==> src/rtl/wbo_pkg.sv <==
package wbo_pkg;

    typedef enum logic [1:0] {
        ORD_STRICT = 2'd0,
        ORD_STORE  = 2'd1,
        ORD_WEAK   = 2'd2,
        ORD_SPARE  = 2'd3
    } ord_mode_e;

    typedef enum logic [1:0] {
        RD_IDLE  = 2'd0,
        RD_ISSUE = 2'd1,
        RD_WAIT  = 2'd2
    } rd_state_e;

    // store-to-store ordering may be relaxed
    function automatic logic ww_relaxed(ord_mode_e m);
        return (m == ORD_STORE) || (m == ORD_WEAK);
    endfunction

    // load-to-load ordering may be relaxed
    function automatic logic rr_relaxed(ord_mode_e m);
        return m == ORD_WEAK;
    endfunction

endpackage

==> src/rtl/wbo_store.sv <==
module wbo_store #(
    parameter int DEPTH = 8,
    parameter int AW    = 16,
    parameter int DW    = 32,
    localparam int IW   = $clog2(DEPTH)
) (
    input  logic                       clk,
    input  logic                       rst,
    input  logic                       alloc_en,
    input  logic [IW-1:0]              alloc_idx,
    input  logic [AW-1:0]              alloc_addr,
    input  logic [DW-1:0]              alloc_data,
    input  logic                       free_en,
    input  logic [IW-1:0]              free_idx,
    input  logic [AW-1:0]              look_addr,
    output logic [DEPTH-1:0]           vld_o,
    output logic [DEPTH-1:0][AW-1:0]   addr_o,
    output logic [DEPTH-1:0][DW-1:0]   data_o,
    output logic [DEPTH-1:0]           hit_o,
    output logic                       full_o,
    output logic [IW-1:0]              free_slot_o
);

    logic [DEPTH-1:0]          vld_q;
    logic [DEPTH-1:0][AW-1:0]  addr_q;
    logic [DEPTH-1:0][DW-1:0]  data_q;

    always_ff @(posedge clk) begin
        if (rst) begin
            vld_q <= '0;
        end else begin
            for (int i = 0; i < DEPTH; i++) begin
                if (alloc_en && alloc_idx == IW'(i))
                    vld_q[i] <= 1'b1;
                else if (free_en && free_idx == IW'(i))
                    vld_q[i] <= 1'b0;
            end
        end
    end

    always_ff @(posedge clk) begin
        for (int i = 0; i < DEPTH; i++) begin
            if (alloc_en && alloc_idx == IW'(i)) begin
                addr_q[i] <= alloc_addr;
                data_q[i] <= alloc_data;
            end
        end
    end

    for (genvar g = 0; g < DEPTH; g++) begin : g_cmp
        assign hit_o[g] = vld_q[g] && (addr_q[g] == look_addr);
    end

    always_comb begin
        full_o      = &vld_q;
        free_slot_o = '0;
        for (int i = DEPTH - 1; i >= 0; i--) begin
            if (!vld_q[i]) free_slot_o = IW'(i);
        end
    end

    assign vld_o  = vld_q;
    assign addr_o = addr_q;
    assign data_o = data_q;

endmodule

==> src/rtl/wbo_age.sv <==
module wbo_age #(
    parameter int DEPTH = 8,
    localparam int IW   = $clog2(DEPTH)
) (
    input  logic                          clk,
    input  logic                          rst,
    input  logic                          alloc_en,
    input  logic [IW-1:0]                 alloc_idx,
    input  logic [DEPTH-1:0]              vld,
    // older_o[a][b] set: slot a was written before slot b
    output logic [DEPTH-1:0][DEPTH-1:0]   older_o
);

    logic [DEPTH-1:0][DEPTH-1:0] older_q;

    always_ff @(posedge clk) begin
        if (rst) begin
            older_q <= '0;
        end else if (alloc_en) begin
            for (int j = 0; j < DEPTH; j++) begin
                older_q[j][alloc_idx] <= vld[j];
                older_q[alloc_idx][j] <= 1'b0;
            end
        end
    end

    assign older_o = older_q;

endmodule

==> src/rtl/wbo_pick.sv <==
module wbo_pick #(
    parameter int DEPTH = 8,
    parameter int AW    = 16,
    localparam int IW   = $clog2(DEPTH)
) (
    input  logic [DEPTH-1:0]              vld,
    input  logic [DEPTH-1:0][DEPTH-1:0]   older,
    input  logic [DEPTH-1:0][AW-1:0]      addr,
    input  logic [DEPTH-1:0]              hit,
    input  logic                          ww_free,
    output logic                          drain_vld_o,
    output logic [IW-1:0]                 drain_idx_o,
    output logic                          fwd_hit_o,
    output logic [IW-1:0]                 fwd_idx_o
);

    logic [DEPTH-1:0] has_older;
    logic [DEPTH-1:0] has_older_same;
    logic [DEPTH-1:0] has_younger_hit;
    logic [DEPTH-1:0] drain_cand;
    logic [DEPTH-1:0] fwd_cand;

    for (genvar g = 0; g < DEPTH; g++) begin : g_rel
        always_comb begin
            has_older[g]       = 1'b0;
            has_older_same[g]  = 1'b0;
            has_younger_hit[g] = 1'b0;
            for (int j = 0; j < DEPTH; j++) begin
                if (vld[j] && older[j][g]) begin
                    has_older[g] = 1'b1;
                    if (addr[j] == addr[g]) has_older_same[g] = 1'b1;
                end
                if (hit[j] && older[g][j]) has_younger_hit[g] = 1'b1;
            end
        end
    end

    assign drain_cand = ww_free ? (vld & ~has_older_same) : (vld & ~has_older);
    assign fwd_cand   = hit & ~has_younger_hit;

    always_comb begin
        drain_idx_o = '0;
        fwd_idx_o   = '0;
        for (int i = DEPTH - 1; i >= 0; i--) begin
            if (drain_cand[i]) drain_idx_o = IW'(i);
            if (fwd_cand[i])   fwd_idx_o   = IW'(i);
        end
    end

    assign drain_vld_o = |drain_cand;
    assign fwd_hit_o   = |fwd_cand;

endmodule

==> src/rtl/wbo_rd_ctl.sv <==
module wbo_rd_ctl
    import wbo_pkg::*;
#(
    parameter int AW = 16
) (
    input  logic           clk,
    input  logic           rst,
    input  logic           start,
    input  logic [AW-1:0]  start_addr,
    input  logic           req_taken,
    input  logic           rsp_in,
    output rd_state_e      state_o,
    output logic [AW-1:0]  pend_addr_o
);

    rd_state_e     state_q;
    logic [AW-1:0] addr_q;

    always_ff @(posedge clk) begin
        if (rst) begin
            state_q <= RD_IDLE;
            addr_q  <= '0;
        end else begin
            unique case (state_q)
                RD_IDLE: if (start) begin
                    state_q <= RD_ISSUE;
                    addr_q  <= start_addr;
                end
                RD_ISSUE: if (req_taken) state_q <= RD_WAIT;
                RD_WAIT:  if (rsp_in)    state_q <= RD_IDLE;
                default:  state_q <= RD_IDLE;
            endcase
        end
    end

    assign state_o     = state_q;
    assign pend_addr_o = addr_q;

endmodule

==> src/rtl/wbuf_order.sv <==
module wbuf_order
    import wbo_pkg::*;
#(
    parameter int DEPTH = 8,
    parameter int AW    = 16,
    parameter int DW    = 32,
    localparam int IW   = $clog2(DEPTH)
) (
    input  logic           clk,
    input  logic           rst,
    input  logic [1:0]     mode_i,
    input  logic           fence_req_i,
    output logic           fence_ack_o,
    input  logic           cpu_valid_i,
    output logic           cpu_ready_o,
    input  logic           cpu_write_i,
    input  logic [AW-1:0]  cpu_addr_i,
    input  logic [DW-1:0]  cpu_wdata_i,
    output logic           rsp_valid_o,
    output logic [AW-1:0]  rsp_addr_o,
    output logic [DW-1:0]  rsp_data_o,
    output logic           mem_req_valid_o,
    input  logic           mem_req_ready_i,
    output logic           mem_req_write_o,
    output logic [AW-1:0]  mem_req_addr_o,
    output logic [DW-1:0]  mem_req_data_o,
    input  logic           mem_rsp_valid_i,
    input  logic [DW-1:0]  mem_rsp_data_i
);

    typedef struct packed {
        logic          vld;
        logic [AW-1:0] addr;
        logic [DW-1:0] data;
    } rsp_t;

    // ---------------- state and wiring ----------------
    ord_mode_e                   mode_q;
    logic [DEPTH-1:0]            valid_q;
    logic [DEPTH-1:0][AW-1:0]    addr_vec;
    logic [DEPTH-1:0][DW-1:0]    data_vec;
    logic [DEPTH-1:0]            hit_vec;
    logic [DEPTH-1:0][DEPTH-1:0] older_q;
    logic                        full;
    logic [IW-1:0]               free_slot;
    logic                        drain_vld;
    logic [IW-1:0]               drain_idx;
    logic                        any_hit;
    logic [IW-1:0]               fwd_idx;
    rd_state_e                   rd_state;
    logic [AW-1:0]               pend_addr;
    rsp_t                        rsp_q;

    logic ww_free, rr_free, empty;
    logic rd_busy, rd_issue, rd_wait;
    logic wr_ok, rd_ok;
    logic cpu_fire, wr_fire, rd_hit_fire, rd_miss_fire;
    logic mem_fire, rd_req_taken, drain_fire;

    assign empty    = ~|valid_q;
    assign ww_free  = ww_relaxed(mode_q);
    assign rr_free  = rr_relaxed(mode_q);
    assign rd_busy  = rd_state != RD_IDLE;
    assign rd_issue = rd_state == RD_ISSUE;
    assign rd_wait  = rd_state == RD_WAIT;

    // mode is latched only while no store is held
    always_ff @(posedge clk) begin
        if (rst)        mode_q <= ORD_STRICT;
        else if (empty) mode_q <= ord_mode_e'(mode_i);
    end

    // ---------------- processor side ----------------
    assign wr_ok = !full;
    assign rd_ok = any_hit ? ((rr_free || !rd_busy) && !mem_rsp_valid_i) : !rd_busy;

    assign cpu_ready_o  = !fence_req_i && (cpu_write_i ? wr_ok : rd_ok);
    assign cpu_fire     = cpu_valid_i && cpu_ready_o;
    assign wr_fire      = cpu_fire && cpu_write_i;
    assign rd_hit_fire  = cpu_fire && !cpu_write_i && any_hit;
    assign rd_miss_fire = cpu_fire && !cpu_write_i && !any_hit;

    // ---------------- memory side ----------------
    assign mem_req_valid_o = rd_issue || drain_vld;
    assign mem_req_write_o = !rd_issue;
    assign mem_req_addr_o  = rd_issue ? pend_addr : addr_vec[drain_idx];
    assign mem_req_data_o  = rd_issue ? '0 : data_vec[drain_idx];
    assign mem_fire        = mem_req_valid_o && mem_req_ready_i;
    assign rd_req_taken    = mem_fire && rd_issue;
    assign drain_fire      = mem_fire && !rd_issue;

    assign fence_ack_o = fence_req_i && empty && !rd_busy;

    // ---------------- response register ----------------
    always_ff @(posedge clk) begin
        if (rst) begin
            rsp_q <= '0;
        end else begin
            rsp_q.vld <= 1'b0;
            if (rd_hit_fire) begin
                rsp_q.vld  <= 1'b1;
                rsp_q.addr <= cpu_addr_i;
                rsp_q.data <= data_vec[fwd_idx];
            end else if (rd_wait && mem_rsp_valid_i) begin
                rsp_q.vld  <= 1'b1;
                rsp_q.addr <= pend_addr;
                rsp_q.data <= mem_rsp_data_i;
            end
        end
    end

    assign rsp_valid_o = rsp_q.vld;
    assign rsp_addr_o  = rsp_q.addr;
    assign rsp_data_o  = rsp_q.data;

    // ---------------- sub-blocks ----------------
    wbo_store #(.DEPTH(DEPTH), .AW(AW), .DW(DW)) u_store (
        .clk         (clk),
        .rst         (rst),
        .alloc_en    (wr_fire),
        .alloc_idx   (free_slot),
        .alloc_addr  (cpu_addr_i),
        .alloc_data  (cpu_wdata_i),
        .free_en     (drain_fire),
        .free_idx    (drain_idx),
        .look_addr   (cpu_addr_i),
        .vld_o       (valid_q),
        .addr_o      (addr_vec),
        .data_o      (data_vec),
        .hit_o       (hit_vec),
        .full_o      (full),
        .free_slot_o (free_slot)
    );

    wbo_age #(.DEPTH(DEPTH)) u_age (
        .clk       (clk),
        .rst       (rst),
        .alloc_en  (wr_fire),
        .alloc_idx (free_slot),
        .vld       (valid_q),
        .older_o   (older_q)
    );

    wbo_pick #(.DEPTH(DEPTH), .AW(AW)) u_pick (
        .vld         (valid_q),
        .older       (older_q),
        .addr        (addr_vec),
        .hit         (hit_vec),
        .ww_free     (ww_free),
        .drain_vld_o (drain_vld),
        .drain_idx_o (drain_idx),
        .fwd_hit_o   (any_hit),
        .fwd_idx_o   (fwd_idx)
    );

    wbo_rd_ctl #(.AW(AW)) u_rd (
        .clk         (clk),
        .rst         (rst),
        .start       (rd_miss_fire),
        .start_addr  (cpu_addr_i),
        .req_taken   (rd_req_taken),
        .rsp_in      (mem_rsp_valid_i),
        .state_o     (rd_state),
        .pend_addr_o (pend_addr)
    );

endmodule

==> config.mk <==
export PLATFORM = sky130hd
export DESIGN_NAME = wbuf_order
export DESIGN_NICKNAME = d
export VERILOG_FILES = /design/src/rtl/wbo_pkg.sv /design/src/rtl/wbo_store.sv /design/src/rtl/wbo_age.sv /design/src/rtl/wbo_pick.sv /design/src/rtl/wbo_rd_ctl.sv /design/src/rtl/wbuf_order.sv
export SDC_FILE = /design/constraint.sdc
export NUM_CORES = 2
export LEC_CHECK = 0
export BUFFER_PORTS_ARGS = -buffer_cell sky130_fd_sc_hd__buf_2
export CAP_MARGIN = 20
export CORE_MARGIN = 5
export CORE_UTILIZATION = 50
export CTS_CLUSTER_SIZE = 24
export DETAILED_ROUTE_END_ITERATION = 7
export PLACE_DENSITY = 0.68
export SYNTH_ARGS = -nofsm -noshare
export SYNTH_HDL_FRONTEND = slang
export SYNTH_SLANG_ARGS = --single-unit
==> constraint.sdc <==
create_clock -name clk -period 8.2 [get_ports clk]
set_input_delay 0.82 -clock clk [delete_from_list [all_inputs] [get_ports clk]]
set_output_delay 0.82 -clock clk [all_outputs]
set_load 0.03 [all_outputs]
# Word level (Yosys, flattened, before mapping)
# Index checks and enable logic that the tools add are counted.
[totals]
input_bits = 89
memories = 0
latchBits = 0
mem_bits_rw = 0
wordCells = 675
register_bits = 525
output_inout_bits = 101
romBits = 0
[op_classes]
shifts = 0
multipliers = 0
reduce_logical = 196
bitwise_logic = 22
add_sub_neg = 0
order_cmp = 4
eq_ne = 85
div_mod_pow = 0
n_mux = 330
[op_table]
columns = ["op", "n"]
rows = [
  ["$eq A16 B16 Y1", 64],
  ["$and A64 B64 Y64", 8],
  ["$not A64 Y64", 8],
  ["$mux W1", 267],
  ["$bmux W32 S3", 2],
  ["$demux W8 S3", 8],
  ["$logic_and A1 B1 Y1", 166],
  ["$mux W49", 2],
  ["$mux W32", 3],
  ["$mux W3", 25],
  ["$bwmux W8", 8],
  ["$bmux W16 S3", 1],
  ["$mux W16", 2],
  ["$and A8 B8 Y8", 3],
  ["$eq A3 B3 Y1 const B", 8],
  ["$not A8 Y8", 3],
  ["$reduce_or A8 Y1", 3],
  ["$reduce_bool A2 Y1", 10],
  ["$mux W8", 2],
  ["$eq A3 B2 Y1 const B", 4],
  ["$lt A3 B4 Y1 const B", 3],
  ["$logic_not A1 Y1", 8],
  ["$mux W2", 4],
  ["$reduce_and A8 Y1", 1],
  ["17 further kinds", 24],
]

# Logic depth before layout (Yosys ltp)
[depth]
ltp_word = 31
ltp_mapped = 18
ltp_nobuf = 13

# Hierarchy
# A second synthesis with hierarchy kept.
[hier_totals]
hier_cells = 2546
area_unflattened_um2 = 31097.3
[by_module_without_submodules]
columns = ["module", "area_per_inst_um2", "seq_area_each_um2", "instances", "cells_per_inst"]
rows = [
  ["wbo_store", 13545.5, 11691.2, 1, 637],
  ["wbuf_order", 7169.4, 1021.0, 1, 644],
  ["wbo_pick", 7035.5, 0.0, 1, 943],
  ["wbo_age", 2529.9, 1281.2, 1, 244],
  ["wbo_rd_ctl", 817.0, 360.3, 1, 78],
]

# Least setup slack after synthesis
# No wires, ideal clock.
[synth_timing]
kind = "reg-to-reg"
start = "register u_store.vld_q[1] (netlist: u_store.vld_o[1])"
end = "register u_age.older_q, in the netlist u_age.older_o[9]"
setup_ns = 0.122
path_slack_ns = 2.086
path_buffers = 2
required_ns = 8.078
arrival_ns = 5.992
stages_incl_launch_ff = 10
period_less_slack_ns = 6.114
cell_sequence = "dfxtp_1 -> clkbuf_1 -> buf_1 -> nand2_1 -> nor3_1 -> a41oi_1 -> nand3_1 -> nor3_1 -> nor2_1 -> and2_1"
[synth_between]
elab_chain_cells = 17
word_cells_on_any_way = 108
classes_between = "order compare: 2; mux: 72; bitwise: 18; reduce/logical: 16"
[synth_lines]
columns = ["element", "line_no", "rtl"]
rows = [
  ["start, declared", "wbo_store.sv:24", "logic [DEPTH-1:0] vld_q;"],
  ["start signal, assigned", "wbo_store.sv:30", "vld_q <= '0;"],
  ["start signal, assigned by index", "wbo_store.sv:34", "vld_q[i] <= 1'b1;"],
  ["start signal, assigned by index", "wbo_store.sv:36", "vld_q[i] <= 1'b0;"],
  ["parallel branches: the longest is 17 deep, another holds $lt A3 B4 Y1", "-", ""],
  ["end signal, assigned by index", "wbo_age.sv:21", "older_q[j][alloc_idx] <= vld[j];"],
  ["end, declared", "wbo_age.sv:14", "logic [DEPTH-1:0][DEPTH-1:0] older_q;"],
]
# Parallel ways; which one is timed is not known.
# A chain may end at the register's enable or synchronous reset.

# Worst setup path in the final report
[layout_timing]
start = "register u_store.addr_q, in the netlist u_store.addr_o[78]"
end = "output mem_req_data_o[1]"
[layout_between]
elab_chain_cells = 27
word_cells_on_any_way = 96
classes_between = "eq/ne: 14; mux: 80; bitwise: 2"
[layout_lines]
columns = ["element", "line_no", "rtl"]
rows = [
  ["start, declared", "wbo_store.sv:25", "logic [DEPTH-1:0][AW-1:0] addr_q;"],
  ["start signal, assigned by index", "wbo_store.sv:44", "addr_q[i] <= alloc_addr;"],
  ["$eq A16 B16 Y1", "wbo_pick.sv:31", "if (addr[j] == addr[g]) has_older_same[g] = 1'b1;"],
  ["$mux W1", "wbo_pick.sv:31", ""],
  ["$mux W1", "wbo_pick.sv:29", "if (vld[j] && older[j][g]) begin"],
  ["$mux W1", "wbo_pick.sv:31", ""],
  ["$mux W1", "wbo_pick.sv:29", ""],
  ["$mux W1", "wbo_pick.sv:31", ""],
  ["$mux W1", "wbo_pick.sv:29", ""],
  ["$mux W1", "wbo_pick.sv:31", ""],
  ["[8 not listed]", "-", ""],
  ["$not A8 Y8 *", "wbo_pick.sv:38", "assign drain_cand = ww_free ? (vld & ~has_older_same) : (vld & ~has_older);"],
  ["$and A8 B8 Y8 *", "wbo_pick.sv:38", ""],
  ["$mux W8 *", "wbo_pick.sv:38", ""],
  ["$mux W3 (4 in series)", "wbo_pick.sv:45", "if (drain_cand[i]) drain_idx_o = IW'(i);"],
  ["$mux W3 *", "wbo_pick.sv:45", ""],
  ["$bmux W32 S3 *", "wbuf_order.sv:87", "assign mem_req_data_o = rd_issue ? '0 : data_vec[drain_idx];"],
  ["$mux W32 (not written as such) *", "wbuf_order.sv:87", ""],
  ["$mux W32 *", "wbuf_order.sv:87", ""],
  ["end, declared", "wbuf_order.sv:26", "output logic [DW-1:0] mem_req_data_o,"],
]
# Every way passes the cells marked *; elsewhere a longest branch is shown, timed or not. The select of a mux whose other input is x is not followed.

==> impl_metrics.csv <==
group,metric,value,unit
power,power.density,169,nW/um^2
drt,num_vias,25520,
die,die_w,259,um
sta,grt_setup_unrepaired,"no",
worst_setup_path,crit_cells,13,
worst_setup_path,critPathSlowestCell,"edfxtp_1",
clock_tree,cts_root_buffer,"clkbuf_16",
logic_synthesis,synth_compound_area_frac,0.105,
worst_setup_path,critical_path.endpoint_type,"output port",
clock_tree,cts_resized,0,
die,num_io_pins,190,
hold_path,hp-start,"mode_i[1]",
run,maxCapViolations,0,
sta,worstMarginPinSlew,1200,ps
logic_synthesis,synth.largest_area_cell,"edfxtp_1",
logic_synthesis,syn-instance-count,2947,
final_layout,fin_nets,3069,
power,leakage,12.4,nW
logic_synthesis,synth_edf_count,384,
die,fp.dieH,259,um
drt,first_pass_iters,6,
hold_path,hold_depth,3,
clock_tree,cts_tree,"done",
drt,avgRoutedWirePerCell,33.8,um
logic_synthesis,async_reset_ff_frac,0,
worst_setup_path,r2r_setup_slack,2270,ps
power,max-vdd-ir-drop,0.196,mV
worst_setup_path,crit_path_max_incr_delay,940,ps
final_layout,drive_gt1_frac,0.140,
final_layout,syn_to_final_growth,10.1,%
drt,first_iter_violations,3404,
logic_synthesis,synthesis.area,31100,um^2
clock_tree,cts_buffer_depth,3,
placement,place_area,32300,um^2
die,initial_core_util,0.504,
global_routing,grt_use_total,0.375,
worst_setup_path,required,7380,ps
logic_synthesis,synth_area_leaders,"edfxtp_1, xor2_1, dfxtp_1",
sta,fin_crit_sh,0.919,
logic_synthesis,yosysWarnings,0,
global_routing,grt_start_max_net_pins,71,
clock_tree,cts_hold_buf,0,
worst_setup_path,worstPathCellList,"xor2_1, nor4_1, nand4_1, o2111ai_1, nor4_1, a22oi_1, o21ai_4, and2_0, a21oi_4, buf_4, o21ai_0, nand2_1, buf_2",
placement,io_buffer_count,189,
logic_synthesis,synth_fa_ha_area_frac,0.000402,
sta,setup_tns,0,ps
logic_synthesis,yosysMostFrequentCell,"xor2_1",
logic_synthesis,synth_mux_area_frac,0.0990,
clock_tree,insertion_delay,650,ps
worst_setup_path,path_buf_inv,2,
logic_synthesis,syn_avg_cell_area,10.6,um^2
sta,clock_skew,26.6,ps
drt,postRouteAntennaNets,0,
logic_synthesis,synth_xor_area_frac,0.162,
logic_synthesis,synth.distinct_cells,79,
outcome,status,"completed",
sta,slew_headroom,0.199,
worst_setup_path,arrival,6720,ps
hold_path,min_to,"mode_q[1]$_SDFFE_PP0N_",
worst_setup_path,crit_type,"register to output port",
logic_synthesis,ys_ff_latch,525,
drt,drc,0,
global_routing,overflow,0,
sta,max_freq,133,MHz
logic_synthesis,synth_top_family_by_area,"XOR/XNOR gates",
placement,post-dp-hpwl,85.4,mm
logic_synthesis,ys.flop_type,"edfxtp_1",
worst_setup_path,cpLargestDelayFamily,"simple AND/OR/NAND/NOR gates",
sta,min_period,7540,ps
clock_tree,cts_buffers,56,
logic_synthesis,ys_seq_area_frac,0.462,
clock_tree,cts.sinks,525,
global_routing,grt_antenna_before_repair,2,
clock_tree,cts.clk_slew.worst_paths,60,ps
logic_synthesis,ys_top_cells_by_count,"xor2_1, edfxtp_1, mux2i_1, nand2_1, dfxtp_1",
die,die-area,67300,um^2
drt,routed_via_density,6.60,
die,core_region_area,61700,um^2
worst_setup_path,r2r_end,"rsp_data_o[12]$_SDFFE_PP0P_",
die,num_rows,91,
logic_synthesis,yosys.area_share.simple,0.116,
worst_setup_path,startpoint_type,"register",
worst_setup_path,path_common_cell,"nor4_1",
placement,gp_congestion,1.10,
clock_tree,htreeDepth,2,
sta,finalSetupViolations,0,
global_routing,grt_first_pass_wirelength,183,mm
final_layout,fin_area,34200,um^2
sta,hold_viol_final,0,
drt,wl,131,mm
worst_setup_path,rr_worst_depth,13,
sta,finalMaxSlewViolations,0,
worst_setup_path,worstPathMaxFanout,26,
worst_setup_path,timing.rr.start,"u_store.addr_o[109]$_DFFE_PP_",
logic_synthesis,syn_nets,3037,
global_routing,grt_pass1_vias,24953,
logic_synthesis,synth_top_area_share,0.371,
clock_tree,post_cts_buffers,0,
hold_path,hp-class,"primary input to register",
## cells in the final DEF (no fill, tap or decap), types with 20 or more instances in the layout
| cell type | Yosys | routed |
|---|---|---|
| xor2_1 | 441 | 441 |
| edfxtp_1 | 384 | 384 |
| mux2i_1 | 267 | 267 |
| nand2_1 | 197 | 197 |
| buf_2 | 136 | 188 |
| dfxtp_1 | 141 | 141 |
| nor2_1 | 139 | 137 |
| xnor2_1 | 135 | 135 |
| nor4_1 | 117 | 117 |
| a22oi_1 | 100 | 100 |
| inv_1 | 98 | 97 |
| a21oi_1 | 95 | 93 |
| nand4_1 | 93 | 93 |
| a221oi_1 | 81 | 81 |
| o21ai_0 | 69 | 69 |
| clkbuf_16 | 0 | 58 |
| buf_4 | 16 | 55 |
| mux2_2 | 36 | 36 |
| nand2b_1 | 30 | 30 |
| nand3_1 | 22 | 22 |
| o22ai_1 | 22 | 21 |
| o21ai_1 | 22 | 21 |
| o211ai_1 | 20 | 20 |
## state kept, by name, summed over array words and instances (netlist names)
name	count
mode_q	2
rsp_addr_o	16
rsp_data_o	32
rsp_valid_o	1
u_age.older_o	64
u_rd.pend_addr_o	16
u_rd.state_o	2
u_store.addr_o	128
u_store.data_o	256
u_store.vld_o	8
## worst min-delay path: stages
cell and delay, ps:
buf_2 70, mux2i_1 50, nor2_1 70
## logic make-up after synthesis
logic type               count (synthesis)
AO/OA/AOI/OAI                          475
XOR/XNOR                               576
adder cells (fa/ha/maj)                  1
buffers and inverters                  376
flip-flops                             525
multiplexers                           303
AND/OR/NAND/NOR                        691
## metrics by stage
step | power (mW) | hold WS (ps) | cells | util | worst slack (ps)
final | 5.79 | 407 | 3865 | 0.555 | 661
after global routing | 5.94 | 425 | 3864 | 0.555 | 515
after CTS | 5.80 | 393 | 3863 | 0.555 | 783
after detailed placement | 3.24 | 464 | 3757 | 0.524 | 1490
after global placement | 3.24 | 462 | 3756 | 0.524 | 1510
after floorplan | 3.10 | 435 | 2947 | - | 2090
## final cells by class
| class | count | area, um^2 |
|---|---|---|
| multi-input combinational | 2046 | 15100 |
| inverter | 101 | 379 |
| clock inverter | 25 | 282 |
| sequential | 525 | 14400 |
| tap | 837 | 1050 |
| clock buffer | 81 | 1610 |
| timing repair buffer | 249 | 1480 |
| antenna | 1 | 2.50 |
| fill | 5385 | 27500 |
## worst max-delay path by stage
stage / startpoint / to / slack, ps
final: u_store.addr_o[78]$_DFFE_PP_ / mem_req_data_o[1] / 660
after global routing: u_store.addr_o[78]$_DFFE_PP_ / mem_req_data_o[1] / 510
after CTS: u_store.addr_o[78]$_DFFE_PP_ / mem_req_data_o[1] / 780
after detailed placement: u_store.addr_o[78]$_DFFE_PP_ / mem_req_data_o[1] / 1490
after global placement: u_store.addr_o[78]$_DFFE_PP_ / mem_req_data_o[9] / 1510
after floorplan: u_store.vld_o[1]$_SDFFE_PP0P_ / u_age.older_o[9]$_SDFFE_PP0P_ / 2090
## per-layer routing
layer / part of all wire / vias to the layer above / global-route usage
met5: 0.000054 / - / 0
met4: 0.074 / 2 / 0.219
met3: 0.10 / 466 / 0.0818
met2: 0.44 / 1796 / 0.580
met1: 0.38 / 12556 / 0.486
li1: - / 10700 / -
## power breakdown
part | internal (mW) | leakage [nW] | total [mW] | switching [mW]
registers | 2.86 | 4.60 | 2.88 | 0.0224
logic | 0.0914 | 6.84 | 0.311 | 0.220
clock network | 1.47 | 0.911 | 2.60 | 1.13
total | 4.42 | 12.4 | 5.79 | 1.37
(Power assumes the default switching activity.)
